[src/rtl/tws_pkg.sv]
package tws_pkg;

  typedef enum logic [2:0] {
    OP_NONE  = 3'd0,
    OP_ADDR  = 3'd1,
    OP_WRITE = 3'd2,
    OP_READ  = 3'd3,
    OP_STOP  = 3'd4
  } op_e;

  function automatic op_e decode_ctrl(logic rw, logic ad, logic dt);
    if (rw) return ad ? OP_NONE : OP_READ;
    if (ad) return dt ? OP_NONE : OP_ADDR;
    return dt ? OP_WRITE : OP_STOP;
  endfunction

endpackage

[src/rtl/tws_sync.sv]
module tws_sync #(
  parameter int STAGES = 2,
  parameter int W      = 3
) (
  input  logic         clk,
  input  logic         rst_n,
  input  logic [W-1:0] d,
  output logic [W-1:0] q
);
  logic [STAGES-1:0][W-1:0] st;

  genvar i;
  generate
    for (i = 0; i < STAGES; i++) begin : g_stage
      if (i == 0) begin : g_first
        always_ff @(posedge clk or negedge rst_n) begin
          if (!rst_n) st[0] <= '0;
          else        st[0] <= d;
        end
      end else begin : g_next
        always_ff @(posedge clk or negedge rst_n) begin
          if (!rst_n) st[i] <= '0;
          else        st[i] <= st[i-1];
        end
      end
    end
  endgenerate

  assign q = st[STAGES-1];
endmodule

[src/rtl/tws_regfile.sv]
module tws_regfile #(
  parameter int PAY_W = 4
) (
  input  logic             clk,
  input  logic             rst_n,
  input  logic             wr_en,
  input  logic [PAY_W-1:0] wr_addr,
  input  logic [PAY_W-1:0] wr_data,
  input  logic [PAY_W-1:0] rd_addr,
  output logic [PAY_W-1:0] rd_data
);
  localparam int DEPTH = 1 << PAY_W;

  logic [DEPTH-1:0][PAY_W-1:0] mem;

  genvar i;
  generate
    for (i = 0; i < DEPTH; i++) begin : g_entry
      always_ff @(posedge clk or negedge rst_n) begin
        if (!rst_n)                                    mem[i] <= '0;
        else if (wr_en && (wr_addr == PAY_W'(i)))      mem[i] <= wr_data;
      end
    end
  endgenerate

  assign rd_data = mem[rd_addr];

  // contents change only through a write strobe
  p_hold_unless_write_r3: assert property (@(posedge clk) disable iff (!rst_n)
    !wr_en |=> $stable(mem));

endmodule

[src/rtl/tws_frame.sv]
module tws_frame
  import tws_pkg::*;
#(
  parameter int PAY_W = 4
) (
  input  logic             clk,
  input  logic             rst_n,
  input  logic             ce_s,
  input  logic             sclk_s,
  input  logic             sio_s,
  input  logic [PAY_W-1:0] rd_data,
  output logic [PAY_W-1:0] addr,
  output logic             wr_en,
  output logic [PAY_W-1:0] wr_data,
  output logic             sio_out,
  output logic             sio_oe
);
  localparam int CTRL_W    = 4;
  localparam int FRAME_LEN = CTRL_W + PAY_W;
  localparam int CNT_W     = $clog2(FRAME_LEN);
  localparam int SH_W      = PAY_W - 1;
  localparam logic [CNT_W-1:0] LAST     = CNT_W'(FRAME_LEN - 1);
  localparam logic [CNT_W-1:0] CTRL_END = CNT_W'(CTRL_W - 1);
  localparam logic [CNT_W-1:0] PAY_BEG  = CNT_W'(CTRL_W);

  logic             sclk_d;
  logic             rise, fall;
  logic [CNT_W-1:0] cnt;
  logic [SH_W-1:0]  shreg;
  op_e              op, op_new;
  logic             stopped;
  logic [PAY_W-1:0] rsh;
  logic             frame_end, in_payload;

  assign rise       = ce_s &  sclk_s & ~sclk_d;
  assign fall       = ce_s & ~sclk_s &  sclk_d;
  assign op_new     = decode_ctrl(shreg[1], shreg[0], sio_s);
  assign frame_end  = rise && (cnt == LAST) && !stopped;
  assign in_payload = (cnt >= PAY_BEG);
  assign wr_data    = {shreg, sio_s};
  assign wr_en      = frame_end && (op == OP_WRITE);

  always_ff @(posedge clk or negedge rst_n) begin
    if (!rst_n) sclk_d <= 1'b0;
    else        sclk_d <= sclk_s;
  end

  always_ff @(posedge clk or negedge rst_n) begin
    if (!rst_n) begin
      cnt     <= '0;
      shreg   <= '0;
      op      <= OP_NONE;
      stopped <= 1'b0;
      addr    <= '0;
      rsh     <= '0;
      sio_out <= 1'b0;
      sio_oe  <= 1'b0;
    end else if (!ce_s) begin
      cnt     <= '0;
      op      <= OP_NONE;
      stopped <= 1'b0;
      sio_oe  <= 1'b0;
    end else if (rise) begin
      shreg <= {shreg[SH_W-2:0], sio_s};
      cnt   <= (cnt == LAST) ? '0 : cnt + 1'b1;
      if (cnt == CTRL_END) begin
        op <= op_new;
        if (op_new == OP_STOP) stopped <= 1'b1;
      end
      if (frame_end && (op == OP_ADDR)) addr <= wr_data;
    end else if (fall) begin
      if (in_payload && (op == OP_READ) && !stopped) begin
        sio_oe <= 1'b1;
        if (cnt == PAY_BEG) begin
          sio_out <= rd_data[PAY_W-1];
          rsh     <= rd_data << 1;
        end else begin
          sio_out <= rsh[PAY_W-1];
          rsh     <= rsh << 1;
        end
      end else begin
        sio_oe <= 1'b0;
      end
    end
  end

  // releasing the enable frees the line and restarts the bit count
  p_release_r8: assert property (@(posedge clk) disable iff (!rst_n)
    !ce_s |=> (!sio_oe && cnt == '0));

  // the line is driven only inside an unblocked read frame
  p_drive_read_r4: assert property (@(posedge clk) disable iff (!rst_n)
    sio_oe |-> (op == OP_READ && !stopped && ce_s));

  // driven data changes only after a falling shift-clock edge
  p_fall_change_r4: assert property (@(posedge clk) disable iff (!rst_n)
    (sio_oe && !$stable(sio_out)) |-> $past(fall));

  // bit count advances only on sampled rising edges
  p_cnt_hold_r2: assert property (@(posedge clk) disable iff (!rst_n)
    (ce_s && !rise) |=> $stable(cnt));

  // a stop persists while the enable is held
  p_stop_hold_r7: assert property (@(posedge clk) disable iff (!rst_n)
    (stopped && ce_s) |=> stopped);

endmodule

[src/rtl/tws_nibble_slave.sv]
module tws_nibble_slave #(
  parameter int PAY_W       = 4,
  parameter int SYNC_STAGES = 2
) (
  input  logic clk,
  input  logic rst_n,
  input  logic ce,
  input  logic sclk,
  input  logic sio_in,
  output logic sio_out,
  output logic sio_oe
);
  logic [2:0]       pins_s;
  logic [PAY_W-1:0] addr, wr_data, rd_data;
  logic             wr_en;

  tws_sync #(.STAGES(SYNC_STAGES), .W(3)) u_sync (
    .clk   (clk),
    .rst_n (rst_n),
    .d     ({ce, sclk, sio_in}),
    .q     (pins_s)
  );

  tws_frame #(.PAY_W(PAY_W)) u_frame (
    .clk     (clk),
    .rst_n   (rst_n),
    .ce_s    (pins_s[2]),
    .sclk_s  (pins_s[1]),
    .sio_s   (pins_s[0]),
    .rd_data (rd_data),
    .addr    (addr),
    .wr_en   (wr_en),
    .wr_data (wr_data),
    .sio_out (sio_out),
    .sio_oe  (sio_oe)
  );

  tws_regfile #(.PAY_W(PAY_W)) u_regs (
    .clk     (clk),
    .rst_n   (rst_n),
    .wr_en   (wr_en),
    .wr_addr (addr),
    .wr_data (wr_data),
    .rd_addr (addr),
    .rd_data (rd_data)
  );
endmodule

[config.mk]
export PLATFORM = sky130hd
export DESIGN_NAME = tws_nibble_slave
export DESIGN_NICKNAME = d
export VERILOG_FILES = /design/src/rtl/tws_pkg.sv /design/src/rtl/tws_sync.sv /design/src/rtl/tws_regfile.sv /design/src/rtl/tws_frame.sv /design/src/rtl/tws_nibble_slave.sv
export SDC_FILE = /design/constraint.sdc
export NUM_CORES = 1
export LEC_CHECK = 0
export BUFFER_PORTS_ARGS = -buffer_cell sky130_fd_sc_hd__buf_2
export CAP_MARGIN = 20
export CORE_ASPECT_RATIO = 0.6
export CORE_MARGIN = 2
export CORE_UTILIZATION = 55
export DETAILED_ROUTE_END_ITERATION = 12
export PLACE_DENSITY = 0.81
export SLEW_MARGIN = 20
export SYNTH_ARGS = -nofsm -noshare
export SYNTH_HDL_FRONTEND = slang
export SYNTH_SLANG_ARGS = --single-unit
[constraint.sdc]
create_clock -name clk -period 2.2 [get_ports clk]
set_input_delay 0.11 -clock clk [delete_from_list [all_inputs] [get_ports clk]]
set_output_delay 0.11 -clock clk [all_outputs]
set_load 0.01 [all_outputs]
---- Word-level counts from Yosys, hierarchy flattened ----
Cells that the tools add are included.
word-level totals
  input port bits ......................... 5
  bits in registers ....................... 91
  logic and storage cells ................. 122
cells by class
  equality and inequality tests ........... 27
  $add $sub $neg .......................... 1
  bitwise logic cells ..................... 7
  reductions and logical operators ........ 30
  magnitude comparators ................... 2
  multiplexer cells ....................... 28
operators with widths
  kind                                                                          count
  3-bit two-way mux                                                             11
  4-bit equality test, second input constant                                    8
  1-bit logical AND                                                             22
  4-bit binary-select mux with 4-bit select                                     1
  4-bit by 3-bit equality test with 1-bit output, second input constant         4
  1-bit two-way mux                                                             13
  3-bit by 2-bit equality test with 1-bit output, second input constant         3
  3-bit equality test, second input constant                                    3
  4-bit by 2-bit equality test with 1-bit output, second input constant         2
  4-bit two-way mux                                                             2
  2-bit by 1-bit inequality test with 1-bit output, second input constant       4
  2-bit AND reduction                                                           3
  3-bit AND reduction                                                           2
  4-bit by 5-bit less-than comparator with 1-bit output, second input constant  1
  1-bit AND                                                                     4
  4-bit by 1-bit equality test with 1-bit output, second input constant         1
  4-bit logical NOT                                                             1
  4-bit AND reduction                                                           1
  3-bit by 1-bit adder with 3-bit output, second input constant                 1
  3-bit by 1-bit equality test with 1-bit output, second input constant         1
  3-bit >= comparator, second input constant                                    1
  1-bit NOT                                                                     3
  2-bit two-way mux                                                             1
  2-bit inequality test, second input constant                                  1
  1-bit logical NOT                                                             1

---- Logic depth before layout (Yosys ltp) ----
Gate-level depths: netlist (run 1).
  depth after elaboration ................. 10
  gate-level depth with buffers ........... 7
  gate-level depth less buffers ........... 6

---- Modules after synthesis ----
A second synthesis (run 1) with hierarchy kept.
unflattened totals
  cells, all modules ...................... 281
  area, all modules ....................... 4174.0 um^2
by module, submodules not included
  module       instances  area each (um^2)  sequential area each (um^2)  cells an instance
  tws_regfile  1          3015.4            1601.5                       195
  tws_frame    1          985.9             500.5                        77
  tws_sync     1          172.7             150.1                        9

---- Least setup slack after synthesis (run 1) ----
OpenSTA, ideal clock, no wires.
  path type ............................... flip-flop to flip-flop
  from .................................... reg u_frame.cnt[0]
  to ...................................... reg u_regs.mem[24] in the netlist's numbering
  setup slack ............................. 285 ps
  clock period less this slack ............ 1915 ps
  required time ........................... 2075 ps
  data arrival time ....................... 1791 ps
  cell stages (with the launch flop) ...... 7
  cell sequence ........................... dfrtp_1 > ha_1 > ha_1 > nand4b_4 > buf_6 > nor3_4 > mux2_2
between the ends
  word-level cells in the longest chain between the ends .. 5
RTL lines
  item                             RTL line           text
  from (decl)                      tws_frame.sv:28    logic [CNT_W-1:0] cnt;
  from (signal assigned)           tws_frame.sv:65    cnt <= (cnt == LAST) ? '0 : cnt + 1'b1;
  3-bit equality test              tws_frame.sv:38    assign frame_end = rise && (cnt == LAST) && !stopped;
  1-bit logical AND (2 in a row)   tws_frame.sv:38
  1-bit logical AND                tws_frame.sv:41    assign wr_en = frame_end && (op == OP_WRITE);
  1-bit logical AND                tws_regfile.sv:21  else if (wr_en && (wr_addr == PAY_W'(i))) mem[i] <= wr_data;
  to (signal, indexed assignment)  tws_regfile.sv:21
  to (decl)                        tws_regfile.sv:14  logic [DEPTH-1:0][PAY_W-1:0] mem;
No other way between the ends.
A chain may end at the register's enable or synchronous reset.

---- Final worst setup path (run 1) ----
  from .................................... reg u_frame.cnt[0]
  to ...................................... reg u_regs.mem[13] in the netlist's numbering
The elaborated chain is that of the path after synthesis.

==> metrics.yaml, run 1 <==
postSynthCellCount: 313
synth_top_cell_by_area: "dfrtp_1"
timing.final.crit_share_pct: 94.3
peakVddDrop_v: 0.000465
finalInstanceArea_um2: 4880
synthesis.area_um2: 4320
totalWireLength_um: 8940
grtUsageTotal_pct: 23.4
die-area_um2: 8600
swShare_pct: 22.7
synth-seq-cells: 90
crit_arrival_ns: 2.29
grt_pass1_vias: 2671
synth_area_leaders: "dfrtp_1 52%, mux2_2 17%, nor3_4 3.8%, mux4_2 3.6%, mux2i_1 3.5%"
clkPwrFrac_pct: 43.6
die_h_um: 72.7
clockBufferDepth: 2
tightest_slew_ns: 0.815
rows: 24
powerDensity_nw_per_um2: 670
period_minus_slack_ns: 2.07
dp_hpwl_um: 6210
tns_ns: 0
ys_warn_count: 0
hp-class: "input pin to asynchronous set/reset pin"
insertion_delay_ns: 0.34
htreeDepth: 3
grt_pass1_wl_um: 15000
synthesis.nets: 322
async_reset_ff_share_pct: 100
rr_endpoint: "u_regs.mem[13]$_DFFE_PN0P_"
drive_gt1_share_pct: 40.1
cp.required_ns: 2.42
critPathLaunchType: "flop"
reg2regPathDepth: 6
cp-end-kind: "flop"
fp.coreArea_um2: 7450
post_cts_buffers: 0
start_util_pct: 58.0
drtAntennaViolNets: 0
wl_per_cell_um: 20.2
slew_headroom_pct: 45.6
placed_area_um2: 4560
fp.dieW_um: 118
io_buffers: 6
p_int_uw: 2530
setup_viol: 0
grt_max_degree: 44
cts_buffers: 9
clock.fmax_mhz: 482
ctsResizeCount: 0
skew_ns: 0.00502
power_frac_seq_pct: 53.9
cts_hold_buf: 4
power_switching_uw: 742
outcome: "complete, no violations"
drt_pass1_iterations: 4
dp_slack_ns: 0.151
globalplace.congestion: 0.921
ys_types: 45
path_max_fanout: 16
fin_nets: 343
vias: 2622
ff2ff_setup_slack_ns: 0.13
clk_pin_slew_worst_paths_ns: 0.06
ys_seq_area_share_pct: 52.1
drv_slew: 0
drt-initial-drc-count: 170
vias_per_cell: 5.92
combPwrFrac_pct: 2.5
root_buffer: "clkbuf_16"
criticalPathCategory: "flop to flop"
r2r-start: "u_frame.cnt[0]$_DFFE_PN0P_"
pin_count: 7
drc: 0
area_growth_pct: 13.0
yosys.area.top_type_share_pct: 52.1
cts_tree: "done"
cap_violations: 0
n_fill_cell: 587
layout_setup_ws_ns: 0.126
grt_overflow_total: 0
synth-main-ff-cell: "dfrtp_1"
cts.sinks: 90
finalHoldViolCount: 0
synth_edf_count: 0
rsz0062_at_grt: "false"
postSynthAreaPerCell_um2: 13.8
antenna_found_initial: 0
antenna_cells: 0
p_leak_uw: 0.00235
[power by group through the flow]
stage               Combinational [µW]  Sequential, µW  Clock [µW]
floorplan                         64.9            1720           0
global placement                  75.9            1790           0
detailed placement                80.0            1790           0
CTS                               85.6            1760        1460
global route                      96.9            1760        1540
finish                            83.2            1760        1430
[state kept, by name (all words and copies together), names as in the netlist]
name             cells
u_regs.mem          64
u_frame.addr         4
u_frame.cnt          3
u_frame.op           3
u_frame.rsh          3
u_frame.shreg        3
u_sync.q             3
u_sync.st            3
u_frame.sclk_d       1
u_frame.sio_oe       1
u_frame.sio_out      1
u_frame.stopped      1
[worst max path at each step]
stage / from / end / slack (ns) / cells after the start
3_5_place_dp: u_frame.cnt[0]$_DFFE_PN0P_ / u_regs.mem[15]$_DFFE_PN0P_ / 0.15 / 6
3_3_place_gp: u_frame.cnt[0]$_DFFE_PN0P_ / u_regs.mem[3]$_DFFE_PN0P_ / 0.23 / 6
2_1_floorplan: u_frame.cnt[0]$_DFFE_PN0P_ / u_regs.mem[24]$_DFFE_PN0P_ / 0.28 / 6
6_report: u_frame.cnt[0]$_DFFE_PN0P_ / u_regs.mem[13]$_DFFE_PN0P_ / 0.13 / 6
4_1_cts: u_frame.cnt[0]$_DFFE_PN0P_ / u_regs.mem[14]$_DFFE_PN0P_ / 0.14 / 6
5_1_grt: u_frame.cnt[0]$_DFFE_PN0P_ / u_regs.mem[3]$_DFFE_PN0P_ / 0.03 / 6
[critical path, stage by stage, from the launching register on]
cell	delay, ns
dfrtp_1	0.39
ha_1	0.21
ha_1	0.25
nand4b_4	0.12
buf_12	0.19
nor4_4	0.39
mux2_2	0.39
[per-stage QoR]
step | hold WS, ns | utilization [%] | total power (µW) | cells
after detailed placement | 0.131 | 61.2 | 1870 | 423
after floorplan | -0.186 | - | 1790 | 313
final | 0.302 | 65.5 | 3270 | 443
after CTS | 0.315 | 65.5 | 3300 | 443
after global routing | 0.369 | 65.5 | 3400 | 443
after global placement | 0.127 | 61.2 | 1860 | 423
[cell type report]
type	instances	area, µm²	share of cell area (%)
Multi-Input combinational cell	200	1960	40.2
Sequential cell	90	2250	46.1
Timing Repair Buffer	29	240	4.92
Clock inverter	4	26.3	0.538
Tap cell	104	130	2.67
Inverter	4	15.0	0.308
Clock buffer	12	256	5.26
[synthesized netlist by cell type (2+ instances only)]
cell type,number
a2111oi_0,2
a311oi_1,3
a31oi_1,3
and2_1,3
buf_2,5
buf_4,2
clkbuf_1,10
dfrtp_1,90
ha_1,4
inv_1,4
mux2_1,6
mux2_2,66
mux2i_1,15
mux4_2,7
nand2_1,22
nand2b_1,4
nand3_1,6
nand4b_1,2
nor2_1,5
nor2b_1,4
nor3_4,10
nor4_4,3
o21a_1,2
o21ai_0,5
o221ai_1,3
o31ai_1,5
or2_2,4
[placed cells by master (no fill, tap or decap), drive strengths merged, types with 4 or more instances in the layout]
cell and instances:
buf 25, clkbuf 12, dfrtp 90, dlygate4sd3 4
ha 4, inv 4, mux2 72, mux2i 15
mux4 7, nand2 22, nand2b 4, nand3 6
nor2 5, nor2b 4, nor3 11, nor4 5
o21ai 5, o31ai 5, or2 4
[routing by layer]
layer  global-route usage [%]  vias to the layer above  wire, µm
li1                         -                     1185         -
met1                     35.5                     1368      4420
met2                     34.8                       62      3970
met3                     5.39                        7       500
met4                     5.56                        0        55
met5                        0                        -         0
[cells by family after synthesis]
group,Yosys count,synth area share (%)
flops,90,52.1
simple gates,76,14.0
buf+inv,23,2.49
fa+ha+maj,4,1.16
mux,94,25.9
compound gates,26,4.34
Note: power is estimated with default switching activity, not from simulation.
==> run 2: changes to the inputs <==
--- a/config.mk
+++ b/config.mk
@@ -5,7 +5,7 @@
 export SDC_FILE = /design/constraint.sdc
 export NUM_CORES = 1
 export LEC_CHECK = 0
-export BUFFER_PORTS_ARGS = -buffer_cell sky130_fd_sc_hd__buf_2
+export BUFFER_PORTS_ARGS = -buffer_cell sky130_fd_sc_hd__clkbuf_2
 export CAP_MARGIN = 20
 export CORE_ASPECT_RATIO = 0.6
 export CORE_MARGIN = 2
==> metrics.yaml, run 2 (synthesis gave the netlist of run 1 again) <==
clockBufferDepth: 2
tightest_slew_ns: 0.855
fp.coreArea_um2: 7450
grt_overflow_total: 0
swShare_pct: 22.5
ctsResizeCount: 0
path_max_fanout: 16
clkPwrFrac_pct: 45.1
grtUsageTotal_pct: 23.3
cts_tree: "done"
hp-class: "input pin to asynchronous set/reset pin"
fin_util_pct: 65.6
hold_ws_ns: 0.266
cp.required_ns: 2.43
insertion_delay_ns: 0.35
layout_setup_ws_ns: 0.111
io_buffers: 6
mostFrequentLayoutCell: "dfrtp_1"
power_frac_seq_pct: 52.5
reg_top3: "u_regs.mem (64), u_frame.addr (4)"
p_leak_uw: 0.00234
cp_slowest_stage_delay_ns: 0.42
critPathLaunchType: "flop"
cp-end-kind: "flop"
peakVddDrop_v: 0.000567
cap_violations: 0
htreeDepth: 3
drt-initial-drc-count: 195
slew_headroom_pct: 43.0
drt_pass1_iterations: 4
drv_slew: 0
regMostFlops: "u_regs.mem"
drtAntennaViolNets: 0
vias_per_cell: 5.87
antenna_found_initial: 0
crit_chain: "ha_1 > ha_1 > nand4b_4 > buf_12 > nor4_4 > mux2_2"
tns_ns: 0
totalWireLength_um: 8820
grt_pass1_vias: 2676
start_util_pct: 58.0
final_cell_mix: "90 x dfrtp_1, 66 x mux2_2, 22 x nand2_1"
critPathSlowestCell: "nor4_4"
power_switching_uw: 754
grt_pass1_wl_um: 14800
drc: 0
area_growth_pct: 13.1
wl_per_cell_um: 20.0
pin_count: 7
dp_hpwl_um: 6140
period_minus_slack_ns: 2.09
drive_gt1_share_pct: 40.1
rows: 24
rsz0062_at_grt: "false"
cts.sinks: 90
crit_arrival_ns: 2.32
die_h_um: 72.7
root_buffer: "clkbuf_16"
fin_nets: 342
seqCellArea_um2: 2250
n_fill_cell: 548
fp.dieW_um: 118
powerDensity_nw_per_um2: 687
largest_reg_flops: 64
vias: 2587
combPwrFrac_pct: 2.4
die-area_um2: 8600
finalHoldViolCount: 0
outcome: "complete, no violations"
globalplace.congestion: 0.899
clock.fmax_mhz: 479
skew_ns: 0.00530
dp_slack_ns: 0.106
setup_viol: 0
multiInputGateArea_um2: 1960
clk_pin_slew_worst_paths_ns: 0.06
grt_max_degree: 57
timing.final.crit_share_pct: 95.0
ff2ff_setup_slack_ns: 0.11
criticalPathCategory: "flop to flop"
antenna_cells: 0
p_int_uw: 2600
path_common_cell: "ha_1"
cts_buffers: 9
==> run 2: cell count changes in the layout (fill, tap and decap cells not counted) <==
cell	previous run	this run
clkbuf_8	2	1
clkinvlp_4	1	2
buf_4	18	17
clkbuf_1	1	0
buf_2	5	0
bufinv_16	0	1
clkbuf_2	0	5
clkinv_4	1	0
==> run 2: critical path, delay by kind of cell (launching register included) <==
kind                       cells  cell delay (ns)
buffers and inverters          1             0.19
muxes                          1             0.39
and+or+nand+nor                2             0.54
DFF                            1             0.40
adders and majority gates      2             0.45
==> run 2: worst paths after layout <==
| kind | startpoint | end | depth (start not counted) |
|---|---|---|---|
| worst max-delay path | u_frame.cnt[0]$_DFFE_PN0P_ | u_regs.mem[13]$_DFFE_PN0P_ | 6 |
| worst min-delay path | rst_n | u_sync.st[0]$_DFF_PN0_ | 2 |
| worst max register to register | u_frame.cnt[0]$_DFFE_PN0P_ | u_regs.mem[13]$_DFFE_PN0P_ | 6 |
| worst min register to register | u_sync.st[0]$_DFF_PN0_ | u_sync.q[0]$_DFF_PN0_ | 0 |
| max in group asynchronous | rst_n | u_frame.rsh[2]$_DFFE_PN0P_ | 3 |
| min in group clk | u_sync.st[0]$_DFF_PN0_ | u_sync.q[0]$_DFF_PN0_ | 0 |
==> run 2: area by class of cell <==
cell class	count	share of cell area, %
sequential	90	46.1
clock buffer	10	4.89
inverter	4	0.307
timing repair buffer	28	4.76
multi-input combinational	200	40.1
clock inverter	5	1.13
tap	104	2.66
==> run 2: per-layer routing <==
layer  vias up  GRT usage [%]  share of wire, %
met1      1317           34.9                49
met2        65           33.2                43
li1       1195              -                 -
met5         -              0                 0
met4         0           6.35               1.2
met3        10           7.19               7.4
==> run 2: power groups by stage <==
stage | registers, µW | clock network, µW | logic [µW]
6_report | 1760 | 1510 | 81.1
5_1_grt | 1770 | 1600 | 95.2
4_1_cts | 1760 | 1540 | 83.7
3_5_place_dp | 1790 | 0 | 78.0
3_3_place_gp | 1790 | 0 | 74.9
2_1_floorplan | 1720 | 0 | 64.9
==> run 2: timing repair <==
item | 4_1_cts | 5_1_grt
endpoints found under the hold margin | 37 | 0
hold buffers | 4 | 0
setup buffers | 0 | 0
==> run 2: metrics by stage <==
stage,cells,area [µm²],total power [µW]
after floorplan,313,4320,1790
after global placement,422,4550,1860
after detailed placement,422,4550,1870
after CTS,441,4880,3380
after global routing,441,4880,3460
final,441,4880,3360
==> run 3: changes to the inputs <==
--- a/config.mk
+++ b/config.mk
@@ -9,9 +9,9 @@
 export CAP_MARGIN = 20
 export CORE_ASPECT_RATIO = 0.6
 export CORE_MARGIN = 2
-export CORE_UTILIZATION = 55
+export CORE_UTILIZATION = 45
 export DETAILED_ROUTE_END_ITERATION = 12
-export PLACE_DENSITY = 0.81
+export PLACE_DENSITY = 0.7
 export SLEW_MARGIN = 20
 export SYNTH_ARGS = -nofsm -noshare
 export SYNTH_HDL_FRONTEND = slang
==> metrics.yaml, run 3 (synthesis gave the netlist of run 1 again) <==
grt_pass1_vias: 2669
crit_arrival_ns: 2.31
fin_nets: 340
hp-class: "flop to flop"
grt_pass1_wl_um: 14900
tns_ns: 0
insertion_delay_ns: 0.34
clk_pin_slew_worst_paths_ns: 0.06
drv_slew: 0
drt_pass1_iterations: 4
htreeDepth: 3
reg_top3: "u_regs.mem (64), u_frame.addr (4)"
grt_overflow_total: 0
criticalPathCategory: "flop to flop"
area_growth_pct: 13.5
path_common_cell: "ha_1"
grt_max_degree: 91
crit_family: "simple AND/OR/NAND/NOR gates"
cp.required_ns: 2.42
finalHoldViolCount: 0
die-area_um2: 10400
regMostFlops: "u_regs.mem"
finalInstanceArea_um2: 4900
placed_area_um2: 4580
cts.sinks: 90
cts_tree: "done"
final_cell_mix: "90 x dfrtp_1, 66 x mux2_2, 22 x nand2_1"
path_max_fanout: 16
rsz0062_at_grt: "false"
fp.dieW_um: 130
antenna_cells: 0
drc: 0
vias: 2537
wl_per_cell_um: 19.0
reg2regPathDepth: 6
cap_violations: 0
rr_endpoint: "u_regs.mem[49]$_DFFE_PN0P_"
critPathSlowestCell: "or3_4"
dp_slack_ns: 0.128
globalplace.congestion: 0.847
cp_slowest_stage_delay_ns: 0.43
hold_end: "u_sync.q[2]$_DFF_PN0_"
io_buffers: 6
path_buf_inv: 1
powerDensity_nw_per_um2: 673
drt-initial-drc-count: 105
holdPathStages: 0
drtAntennaViolNets: 0
slew_headroom_pct: 43.2
hp-start: "u_sync.st[2]$_DFF_PN0_"
start_util_pct: 46.7
drive_gt1_share_pct: 39.3
clockBufferDepth: 2
hold_ws_ns: 0.351
p_leak_uw: 0.00233
r2r-start: "u_frame.cnt[0]$_DFFE_PN0P_"
timing.final.crit_share_pct: 95.0
layout_setup_ws_ns: 0.111
root_buffer: "clkbuf_16"
peakVddDrop_v: 0.000430
skew_ns: 0.00796
period_minus_slack_ns: 2.09
tightest_slew_ns: 0.851
cp-startpoint: "u_frame.cnt[0]$_DFFE_PN0P_"
grtUsageTotal_pct: 19.5
clock.fmax_mhz: 479
largest_reg_flops: 64
totalWireLength_um: 8870
setup_viol: 0
cp-end-kind: "flop"
critPathLaunchType: "flop"
ff2ff_setup_slack_ns: 0.11
outcome: "complete, no violations"
fin_util_pct: 53.0
cts_buffers: 9
mostFrequentLayoutCell: "dfrtp_1"
vias_per_cell: 5.44
antenna_found_initial: 0
rows: 27
n_fill_cell: 781
die_h_um: 79.9
pin_count: 7
dp_hpwl_um: 6060
crit_chain: "ha_1 > ha_1 > nand4b_4 > buf_12 > or3_4 > mux2_1"
fp.coreArea_um2: 9260
[run 3: how the worst max path moves through the flow]
| stage | cells after the start | end | slack [ns] |
|---|---|---|---|
| floorplan | 6 | u_regs.mem[24]$_DFFE_PN0P_ | 0.28 |
| global placement | 6 | u_regs.mem[48]$_DFFE_PN0P_ | 0.22 |
| detailed placement | 6 | u_regs.mem[49]$_DFFE_PN0P_ | 0.13 |
| CTS | 6 | u_regs.mem[49]$_DFFE_PN0P_ | 0.11 |
| global route | 6 | u_regs.mem[49]$_DFFE_PN0P_ | 0.05 |
| finish | 6 | u_regs.mem[49]$_DFFE_PN0P_ | 0.11 |
[run 3: per-layer routing]
metal  part of all wire [%]  track usage [%]  vias to the layer above
met5                      0                0                        -
met4                   0.53             3.94                        0
met3                    4.2             7.37                        9
met2                     41             25.6                       30
met1                     54             30.2                     1321
li1                       -                -                     1177
[run 3: what timing repair did]
item / in CTS / in global routing
endpoints found under the hold margin: 93 / 0
buffers inserted: 0 / 0
hold buffers: 4 / 0
resized for setup: 0 / 0
[run 3: power breakdown]
part	internal, µW	leakage [µW]	switching, µW
registers	1670	0.00124	89.3
logic	29.7	0.000958	50.9
clock network	830	0.000132	630
total	2530	0.00233	770
[run 3: cell type report]
| class | instances | area (µm²) | area share [%] |
|---|---|---|---|
| clock inverter | 3 | 23.8 | 0.485 |
| clock buffer | 13 | 260 | 5.31 |
| inverter | 4 | 15.0 | 0.306 |
| sequential | 90 | 2250 | 45.9 |
| multi-input combinational | 200 | 1960 | 40.0 |
| tap | 130 | 163 | 3.32 |
| timing repair buffer | 26 | 230 | 4.69 |
[run 3: stage by stage]
stage	instances	total power, µW
final	466	3300
after global routing	466	3430
after CTS	466	3340
after global placement	446	1860
after floorplan	313	1790
after detailed placement	446	1870
